`src/rtl/adc_hold_pkg.sv`:
```
package adc_hold_pkg;

    localparam int RES_W       = 12;
    localparam int WORD_W      = 32;
    localparam int OVR_POS     = 16;
    localparam int VLD_POS     = 17;
    localparam int AUX_VLD_POS = 16;

    typedef logic [RES_W-1:0] result_t;

    // Per-slot storage: two result buffers, fill level and sticky overrun
    typedef struct packed {
        result_t    buf_old;
        result_t    buf_new;
        logic [1:0] level;
        logic       ovr;
    } slot_state_t;

    typedef enum logic [1:0] {
        OP_IDLE  = 2'b00,
        OP_READ  = 2'b01,
        OP_WRITE = 2'b10,
        OP_BOTH  = 2'b11
    } slot_op_e;

    function automatic logic [WORD_W-1:0] pack_head(input logic vld,
                                                    input logic ovr,
                                                    input result_t data);
        logic [WORD_W-1:0] w;
        w = '0;
        w[RES_W-1:0] = data;
        w[OVR_POS]   = ovr;
        w[VLD_POS]   = vld;
        return w;
    endfunction

    function automatic logic [WORD_W-1:0] pack_aux(input logic vld,
                                                   input result_t data);
        logic [WORD_W-1:0] w;
        w = '0;
        w[RES_W-1:0]     = data;
        w[AUX_VLD_POS]   = vld;
        return w;
    endfunction

endpackage

```
`src/rtl/adc_hold_decode.sv`:
```
module adc_hold_decode #(
    parameter int NUM_SLOTS = 16,
    localparam int SLOT_W   = (NUM_SLOTS > 1) ? $clog2(NUM_SLOTS) : 1
) (
    input  logic                 wr_en,
    input  logic [SLOT_W-1:0]    wr_idx,
    input  logic                 rd_en,
    input  logic [SLOT_W-1:0]    rd_idx,
    output logic [NUM_SLOTS-1:0] wr_hit,
    output logic [NUM_SLOTS-1:0] rd_hit
);
    for (genvar i = 0; i < NUM_SLOTS; i++) begin : g_dec
        assign wr_hit[i] = wr_en && (wr_idx == SLOT_W'(i));
        assign rd_hit[i] = rd_en && (rd_idx == SLOT_W'(i));
    end
endmodule

```
`src/rtl/adc_hold_slot.sv`:
```
module adc_hold_slot
    import adc_hold_pkg::*;
(
    input  logic    clk,
    input  logic    rst,
    input  logic    dbl,
    input  logic    wr,
    input  result_t wr_data,
    input  logic    rd,
    output result_t head_data,
    output logic    head_valid,
    output result_t tail_data,
    output logic    tail_valid,
    output logic    ovr
);
    slot_state_t cur, nxt;
    logic [1:0]  cap;
    slot_op_e    op;

    assign cap = dbl ? 2'd2 : 2'd1;
    assign op  = slot_op_e'({wr, rd});

    always_comb begin
        nxt = cur;
        unique case (op)
            OP_BOTH: begin
                // write wins: entry consumed and refilled in one edge
                nxt.ovr = 1'b0;
                if (cur.level == 2'd2) begin
                    nxt.buf_old = cur.buf_new;
                    nxt.buf_new = wr_data;
                end else begin
                    nxt.buf_old = wr_data;
                    nxt.level   = 2'd1;
                end
            end
            OP_WRITE: begin
                if (cur.level < cap) begin
                    if (cur.level == 2'd0) nxt.buf_old = wr_data;
                    else                   nxt.buf_new = wr_data;
                    nxt.level = 2'(cur.level + 2'd1);
                end else begin
                    if (cur.level == 2'd2) nxt.buf_new = wr_data;
                    else                   nxt.buf_old = wr_data;
                    nxt.ovr = 1'b1;
                end
            end
            OP_READ: begin
                nxt.ovr = 1'b0;
                if (cur.level == 2'd2) begin
                    nxt.buf_old = cur.buf_new;
                    nxt.level   = 2'd1;
                end else begin
                    nxt.level   = 2'd0;
                end
            end
            default: nxt = cur;
        endcase
    end

    always_ff @(posedge clk) begin
        if (rst) cur <= '0;
        else     cur <= nxt;
    end

    assign head_data  = cur.buf_old;
    assign head_valid = (cur.level != 2'd0);
    assign tail_data  = cur.buf_new;
    assign tail_valid = (cur.level == 2'd2);
    assign ovr        = cur.ovr;

    assert_wr_sets_valid_R2: assert property (@(posedge clk) disable iff (rst)
        wr |=> head_valid);
    assert_rd_clears_valid_R3: assert property (@(posedge clk) disable iff (rst)
        rd && !wr && !tail_valid |=> !head_valid);
    assert_single_overrun_R4: assert property (@(posedge clk) disable iff (rst)
        wr && !rd && !dbl && head_valid |=> ovr);
    assert_rd_clears_ovr_R5: assert property (@(posedge clk) disable iff (rst)
        rd && !wr |=> !ovr);
    assert_ovr_needs_data_R5: assert property (@(posedge clk) disable iff (rst)
        ovr |-> head_valid);
    assert_tail_behind_head_R6: assert property (@(posedge clk) disable iff (rst)
        tail_valid |-> head_valid);
    assert_dbl_no_early_ovr_R7: assert property (@(posedge clk) disable iff (rst)
        dbl && wr && !rd && !tail_valid && !ovr |=> !ovr);
    assert_collision_write_wins_R9: assert property (@(posedge clk) disable iff (rst)
        wr && rd |=> head_valid && !ovr);
endmodule

```
`src/rtl/adc_hold_status.sv`:
```
module adc_hold_status #(
    parameter int NUM_SLOTS = 16
) (
    input  logic                   clk,
    input  logic                   rst,
    input  logic [NUM_SLOTS-1:0]   vld_vec,
    input  logic [NUM_SLOTS-1:0]   ovr_vec,
    output logic [2*NUM_SLOTS-1:0] stat_word,
    output logic                   any_valid,
    output logic                   any_ovr
);
    assign stat_word = {ovr_vec, vld_vec};
    assign any_valid = |vld_vec;
    assign any_ovr   = |ovr_vec;

    assert_ovr_implies_valid_R11: assert property (@(posedge clk) disable iff (rst)
        any_ovr |-> any_valid);
endmodule

```
`src/rtl/adc_result_hold.sv`:
```
module adc_result_hold
    import adc_hold_pkg::*;
#(
    parameter int NUM_SLOTS = 16,
    localparam int SLOT_W   = (NUM_SLOTS > 1) ? $clog2(NUM_SLOTS) : 1
) (
    input  logic                   clk,
    input  logic                   rst,
    input  logic                   cnv_done,
    input  logic [SLOT_W-1:0]      cnv_slot,
    input  logic [RES_W-1:0]       cnv_data,
    input  logic [NUM_SLOTS-1:0]   dbuf_en,
    input  logic                   rd_strobe,
    input  logic [SLOT_W-1:0]      rd_slot,
    output logic [WORD_W-1:0]      rd_word,
    output logic [WORD_W-1:0]      rd_aux_word,
    output logic [2*NUM_SLOTS-1:0] stat_word,
    output logic                   any_valid,
    output logic                   any_ovr
);
    logic [NUM_SLOTS-1:0] wr_hit, rd_hit;
    logic [NUM_SLOTS-1:0] vld_vec, tail_vec, ovr_vec;
    result_t              head_arr [NUM_SLOTS];
    result_t              tail_arr [NUM_SLOTS];

    adc_hold_decode #(.NUM_SLOTS(NUM_SLOTS)) u_dec (
        .wr_en  (cnv_done),
        .wr_idx (cnv_slot),
        .rd_en  (rd_strobe),
        .rd_idx (rd_slot),
        .wr_hit (wr_hit),
        .rd_hit (rd_hit)
    );

    for (genvar i = 0; i < NUM_SLOTS; i++) begin : g_slot
        adc_hold_slot u_slot (
            .clk        (clk),
            .rst        (rst),
            .dbl        (dbuf_en[i]),
            .wr         (wr_hit[i]),
            .wr_data    (cnv_data),
            .rd         (rd_hit[i]),
            .head_data  (head_arr[i]),
            .head_valid (vld_vec[i]),
            .tail_data  (tail_arr[i]),
            .tail_valid (tail_vec[i]),
            .ovr        (ovr_vec[i])
        );
    end

    always_comb begin
        rd_word     = pack_head(vld_vec[rd_slot], ovr_vec[rd_slot], head_arr[rd_slot]);
        rd_aux_word = pack_aux(tail_vec[rd_slot], tail_arr[rd_slot]);
    end

    adc_hold_status #(.NUM_SLOTS(NUM_SLOTS)) u_stat (
        .clk       (clk),
        .rst       (rst),
        .vld_vec   (vld_vec),
        .ovr_vec   (ovr_vec),
        .stat_word (stat_word),
        .any_valid (any_valid),
        .any_ovr   (any_ovr)
    );

    assert_reset_empty_R12: assert property (@(posedge clk)
        $past(rst) |-> !any_valid && !any_ovr);
    assert_status_other_slot_R13: assert property (@(posedge clk) disable iff (rst)
        !cnv_done && !rd_strobe |=> $stable(stat_word));
endmodule

```
`config.mk`:
```
export PLATFORM = sky130hd
export DESIGN_NAME = adc_result_hold
export DESIGN_NICKNAME = d
export VERILOG_FILES = /design/src/rtl/adc_hold_pkg.sv /design/src/rtl/adc_hold_decode.sv /design/src/rtl/adc_hold_slot.sv /design/src/rtl/adc_hold_status.sv /design/src/rtl/adc_result_hold.sv
export SDC_FILE = /design/constraint.sdc
export NUM_CORES = 1
export LEC_CHECK = 0
export BUFFER_PORTS_ARGS = -buffer_cell sky130_fd_sc_hd__buf_2
export CAP_MARGIN = 0
export CORE_ASPECT_RATIO = 2
export CORE_MARGIN = 4
export CORE_UTILIZATION = 40
export DETAILED_ROUTE_END_ITERATION = 10
export GPL_TIMING_DRIVEN = 0
export HOLD_SLACK_MARGIN = 0.05
export SLEW_MARGIN = 40
export SYNTH_ARGS = -nofsm -noshare
export SYNTH_HDL_FRONTEND = slang
export SYNTH_SLANG_ARGS = --single-unit
```
`constraint.sdc`:
```
create_clock -name clk -period 3.63 [get_ports clk]
set_clock_uncertainty 0.2 [all_clocks]
set_input_delay 0.726 -clock clk [delete_from_list [all_inputs] [get_ports clk]]
set_output_delay 0.726 -clock clk [all_outputs]
set_load 0.05 [all_outputs]
```
After elaboration in Yosys (flattened, before gate mapping)
Cells that the tools add are included.
{"block": "op_classes", "addsub": 16, "order_cmp": 18, "eq_ne": 206, "mux": 252, "bitwise_logic": 1, "reduce_logical": 164}
{"cell": "12-bit two-way mux", "n": 100}
{"cell": "12-bit one-hot mux with 3 select lines", "n": 16}
{"cell": "24-bit two-way mux", "n": 16}
{"cell": "12-bit one-hot mux with 2 select lines", "n": 16}
{"cell": "3-bit inequality test (second input constant)", "n": 48}
{"cell": "3-bit one-hot mux with 3 select lines", "n": 16}
{"cell": "12-bit binary-select mux with 4-bit select", "n": 2}
{"cell": "2-bit equality test (second input constant)", "n": 48}
{"cell": "2-bit two-way mux", "n": 48}
{"cell": "4-bit equality test (second input constant)", "n": 16}
{"cell": "2-bit by 1-bit inequality test with 1-bit output (second input constant)", "n": 32}
{"cell": "2-bit inequality test (second input constant)", "n": 32}
{"cell": "2-bit AND reduction", "n": 32}
{"cell": "4-bit AND reduction", "n": 16}
{"cell": "2-bit nonzero test", "n": 32}
{"cell": "3-bit AND reduction", "n": 16}
{"cell": "3-bit nonzero test", "n": 16}
{"cell": "1-bit two-way mux", "n": 35}
{"cell": "2-bit by 1-bit adder with 2-bit output (second input constant)", "n": 16}
{"cell": "2-bit by 1-bit equality test with 1-bit output (second input constant)", "n": 16}
{"cell": "4-bit by 3-bit equality test with 1-bit output (second input constant)", "n": 8}
{"cell": "1-bit logical AND", "n": 32}
{"cell": "2-bit logical NOT", "n": 16}
{"cell": "2-bit < comparator", "n": 16}
{"cell": "8 further kinds", "n": 16}
{"block": "totals", "ff_bits": 432, "inputBits": 40, "output_inout_bits": 98, "wordCells": 721}

Depth between registers and ports, before layout
{"block": "logic_depth", "ltp_word": 5, "depth_mapped": 13}

Modules after synthesis
From an unflattened synthesis, not the netlist that was laid out.
{"block": "hier_totals", "hier_cells": 3353, "hier_area_um2": 31276.2}
{"module": "adc_hold_slot at g_slot[0].u_slot ...", "instances": 10, "cells_each": 188, "area_each_um2": 1682.9}
{"module": "adc_hold_slot at g_slot[6].u_slot ...", "instances": 4, "cells_each": 184, "area_each_um2": 1715.4}
{"module": "adc_result_hold", "instances": 1, "cells_each": 266, "area_each_um2": 3552.2}
{"module": "adc_hold_slot at g_slot[5].u_slot", "instances": 1, "cells_each": 196, "area_each_um2": 1759.2}
{"module": "adc_hold_slot at g_slot[4].u_slot", "instances": 1, "cells_each": 187, "area_each_um2": 1736.7}
{"module": "adc_hold_status", "instances": 1, "cells_each": 42, "area_each_um2": 302.8}
{"module": "adc_hold_decode", "instances": 1, "cells_each": 46, "area_each_um2": 235.2}

Least setup slack after synthesis
No wires, ideal clock.
{"block": "synth_timing", "kind": "input to output", "from": "in rd_slot[1]", "to": "out rd_aux_word[16]", "arrival_ns": 2.486, "required_time_ns": 2.704, "slack_ns": 0.218, "path_stages": 5, "path_buffers": 3, "cell_sequence": "buf_2 buf_2 buf_1 mux4_2 mux4_2"}
{"block": "synth_via", "elab_chain_cells": 2}
{"item": "start: declaration", "line": "adc_result_hold.sv:14", "text": "input logic [SLOT_W-1:0] rd_slot,"}
{"item": "1-bit binary-select mux with 4-bit select", "line": "adc_result_hold.sv:53", "text": "rd_aux_word = pack_aux(tail_vec[rd_slot], tail_arr[rd_slot]);"}
{"item": "1-bit two-way mux (not written as such)", "line": "adc_result_hold.sv:53"}
{"item": "end: declaration", "line": "adc_result_hold.sv:16", "text": "output logic [WORD_W-1:0] rd_aux_word,"}
Every way passes these cells. The select of a mux whose other input is x is not followed.

Worst setup path after layout
{"block": "layout_timing", "from": "in rd_slot[0]", "to": "out rd_word[2]"}
{"block": "layout_via", "elab_chain_cells": 4}
{"item": "4-bit inverter with 5-bit output (not written as such)", "line": "adc_result_hold.sv:52", "text": "rd_word = pack_head(vld_vec[rd_slot], ovr_vec[rd_slot], head_arr[rd_slot]);"}
{"item": "12-bit binary-select mux with 4-bit select", "line": "adc_result_hold.sv:52"}
{"item": "12-bit two-way mux (not written as such) (2 in series)", "line": "adc_result_hold.sv:52"}
{"item": "end: declaration", "line": "adc_result_hold.sv:15", "text": "output logic [WORD_W-1:0] rd_word,"}
Every way passes these cells. The select of a mux whose other input is x is not followed.

==> metrics.sh <==
WORST_EP_REQUIRED_TIME_NS=2.70
DRTPASS1ITERATIONS=5
PATH_MAX_FANOUT=10
YOSYSTOPAREACELL='dfxtp_1'
POWER_DENSITY_mW_PER_MM2=395.8
CRIT_ARRIVAL_NS=2.68
CTS_ROOT_BUFFER='clkbuf_16'
FINAL_GLOBAL_ROUTE_OVERFLOW_TOTAL=0
NETLIST_INSTANCES=2504
ANTENNA_FOUND_INITIAL=3
POST_DRT_WL_PER_CELL_UM=32.32
SYNTH.TOP_CELLS.BY_AREA='dfxtp_1, mux4_2, mux2i_1, ha_1, a211oi_1'
FINALNETCOUNT=2819
STARTPOINT_TYPE='primary input'
PORT-BUFFER-COUNT=97
SYNTH.TOP_CELL.AREA_SHARE_PCT=35.28
SYNTHMOSTINSTANTIATEDCELL='dfxtp_1'
CLOCK_INSERTION_DELAY_WORST_SKEW_NS=0.59
SYNTH-WARNING-COUNT=0
GRT_PASS1_WL_MM=158.0
POSTCTSHOLDBUFS=0
RUN_STATUS='completed'
NETLIST_TOP_CELLS_COUNT='dfxtp_1, nor2_1, mux2i_1, a211oi_1, mux4_2'
CHIPWIDTH_UM=183.0
NUMBER_OF_H_TREE_LEVELS=2
PLACE_HPWL_MM=86.94
MAX-CAP-VIOLATIONS=0
SYNTH_TOP_FLOP_CELL='dfxtp_1'
GRT_UTIL_ALL_LAYERS_PCT=33.59
FILLERINSTANCES=5899
POWER_LEAKAGE_nW=10.75
GPL.FINAL_WEIGHTED_CONGESTION=1.066
DESIGN.DIE.AREA_MM2=0.06554
GRT_PASS1_VIAS=22293
TRITONCTS_CLOCK_TREE='yes'
POSTSYNTHAREAPERCELL_UM2=9.789
LAYOUT_MIN_CYCLE_TIME_NS=3.601
DRCVIOLATIONCOUNT=0
TIMING.FINAL.SETUP_VIOLATIONS=0
DESIGN.CORE.AREA_MM2=0.06086
SYNTHDISTINCTLIBCELLS=77
DRT_WL_TOTAL_MM=112.9
ROUTE.DETAILED.VIAS_PER_INST=6.350
SYNTH_SEQ_AREA_SHARE_PCT=35.28
TIMING.MAX_SLEW.REL_SLACK_PCT=34.96
SYNTHESIS.AREA_MM2=0.02451
VIAS=22179
PATH_CLK_SLEW_NS=0.06
TIMING.SETUP.CRITICAL_PATH_CLASS='primary input to output pin'
IO-PIN-COUNT=138
DRT.ANTENNA.VIOLATING_NETS=0
FP.DIEH_UM=358.1
PIN_COUNT_OF_THE_BIGGEST_NET_ENTERING_GLOBAL_ROUTING=15
YS_ASYNC_SR_FRACTION_PCT=0
NUMBER_OF_CELLS_IN_THE_FINISHED_LAYOUT_APART_FROM_FILLERS=3493
FLOORPLAN.ROWS=128
CLKSINKCOUNT=432
DPL.CELL_COUNT=3418
POSTSYNTHREGISTERBITS=432
ENDPOINTS_FAILING_HOLD=0
HOLD_PATH.CLASS='flip-flop to flip-flop'
AREA_DELTA_SYNTH_FINAL_PCT=13.58
END_KIND='output pin'
REPORT.FINAL.SLEW_VIOL_COUNT=0
POST-ROUTE-PERIOD-UTIL_PCT=99.21
INITIAL_STANDARD_CELL_UTILIZATION_OF_THE_CORE_PCT=40.28
NUMCTSBUFFERS=41
RSZ0062_AT_GRT='yes'
SYNTH-EDFF-COUNT=0
IR_DROP_mV=0.2958
TIMING.FMAX_MHz=277.7
WORST_PIN_SLEW_NS=0.9756
FINAL.SETUP.WORST_SLACK_NS=0.02876
CTS_MAX_PATH_BUFS=3
PLACE_WORST_SETUP_SLACK_NS=-1.216
DRT-INITIAL-DRC-COUNT=2374
DRIVE_ABOVE_1_SHARE_PCT=19.96
state kept, by name, indices dropped and copies added, names as in the netlist:
name,count
g_slot.u_slot.head_data,192
g_slot.u_slot.tail_data,192
g_slot.u_slot.cur,32
g_slot.u_slot.ovr,16
layer usage:
| layer | GRT usage, % | vias up | routed length (um) |
|---|---|---|---|
| li1 | - | 9534 | - |
| met1 | 33.66 | 10875 | 36520 |
| met2 | 56.84 | 1280 | 53740 |
| met3 | 6.090 | 490 | 7943 |
| met4 | 33.57 | 0 | 14700 |
| met5 | 0 | - | 0 |
timing repair:
item,CTS,global route
hold endpoints to repair,0,0
pin swaps,0,0
setup endpoints to repair,51,62
resized for setup,57,23
buffers inserted,2,0
critical path: stages:
cell	delay, ns
buf_6	0.15
buf_12	0.14
buf_16	0.18
buf_12	0.19
mux4_2	0.44
mux4_2	0.58
buf_4	0.23
kinds of logic (layout without fill, tap and decap cells):
group / count (synthesis) / after routing / synth area share, %
flip-flops: 432 / 432 / 35.28
other: 1 / 40 / 0.01530
multiplexers: 333 / 333 / 20.58
AND/OR/NAND/NOR: 659 / 659 / 13.83
adder cells (fa/ha/maj): 95 / 95 / 4.849
AO/OA/AOI/OAI: 575 / 575 / 17.55
buffers and inverters: 409 / 579 / 7.887
where the power goes:
part	internal (mW)	total [mW]	switching, mW
combinational	0.467	1.49	1.02
clock	2.57	4.63	2.07
sequential	4.83	4.90	0.0667
stage by stage:
step                cell area [um2]  utilization [%]  hold WS (ns)  setup TNS, ns  power, mW
floorplan                     24650                -        0.2532              0      5.875
global placement              26110            42.90        0.2727         -82.33      6.396
detailed placement            26170            43.01        0.2814         -82.52      6.422
CTS                           27760            45.61        0.2943              0      10.99
global route                  27830            45.73        0.3105              0      11.23
finish                        27840            45.74        0.2954              0      11.02
final timing paths:
kind / from / endpoint / depth (start not counted) / slack (ns)
setup / recovery: rd_slot[0] / rd_word[2] / 7 / 0.03
hold / removal: g_slot[7].u_slot.tail_data[4]$_SDFFE_PP0P_ / g_slot[7].u_slot.tail_data[4]$_SDFFE_PP0P_ / 2 / 0.30
hold reg to reg: g_slot[7].u_slot.tail_data[4]$_SDFFE_PP0P_ / g_slot[7].u_slot.tail_data[4]$_SDFFE_PP0P_ / 2 / 0.30
setup reg to reg: g_slot[10].u_slot.cur[2]$_SDFFE_PP0P_ / g_slot[10].u_slot.head_data[11]$_SDFFE_PP0P_ / 7 / 0.90
final cells by class:
type	instances	area [um2]	share of cell area [%]
clock inverter	11	162.7	0.5843
tap	780	975.9	3.506
sequential	432	8648	31.07
clock buffer	58	1221	4.387
buffer	281	1685	6.054
timing repair buffer	101	539.3	1.937
multi-input combinational	1699	14120	50.71
inverter	128	480.5	1.726
antenna	3	7.507	0.02697
cells in the final DEF (no fill, tap or decap), types with 36 or more instances in the layout:
cell	synthesis	layout
conb_1	1	37
nand2b_1	125	125
nor3_1	65	63
a22oi_1	133	133
clkbuf_1	130	100
nand2_1	36	36
clkbuf_16	0	42
a221oi_1	76	76
inv_1	125	125
buf_2	45	122
ha_1	95	88
buf_4	83	100
dfxtp_1	432	432
nor2b_1	46	45
a21oi_1	59	59
mux4_2	135	135
mux2i_1	181	181
nor2_1	272	271
a211oi_1	156	156
(Power assumes the default switching activity.)
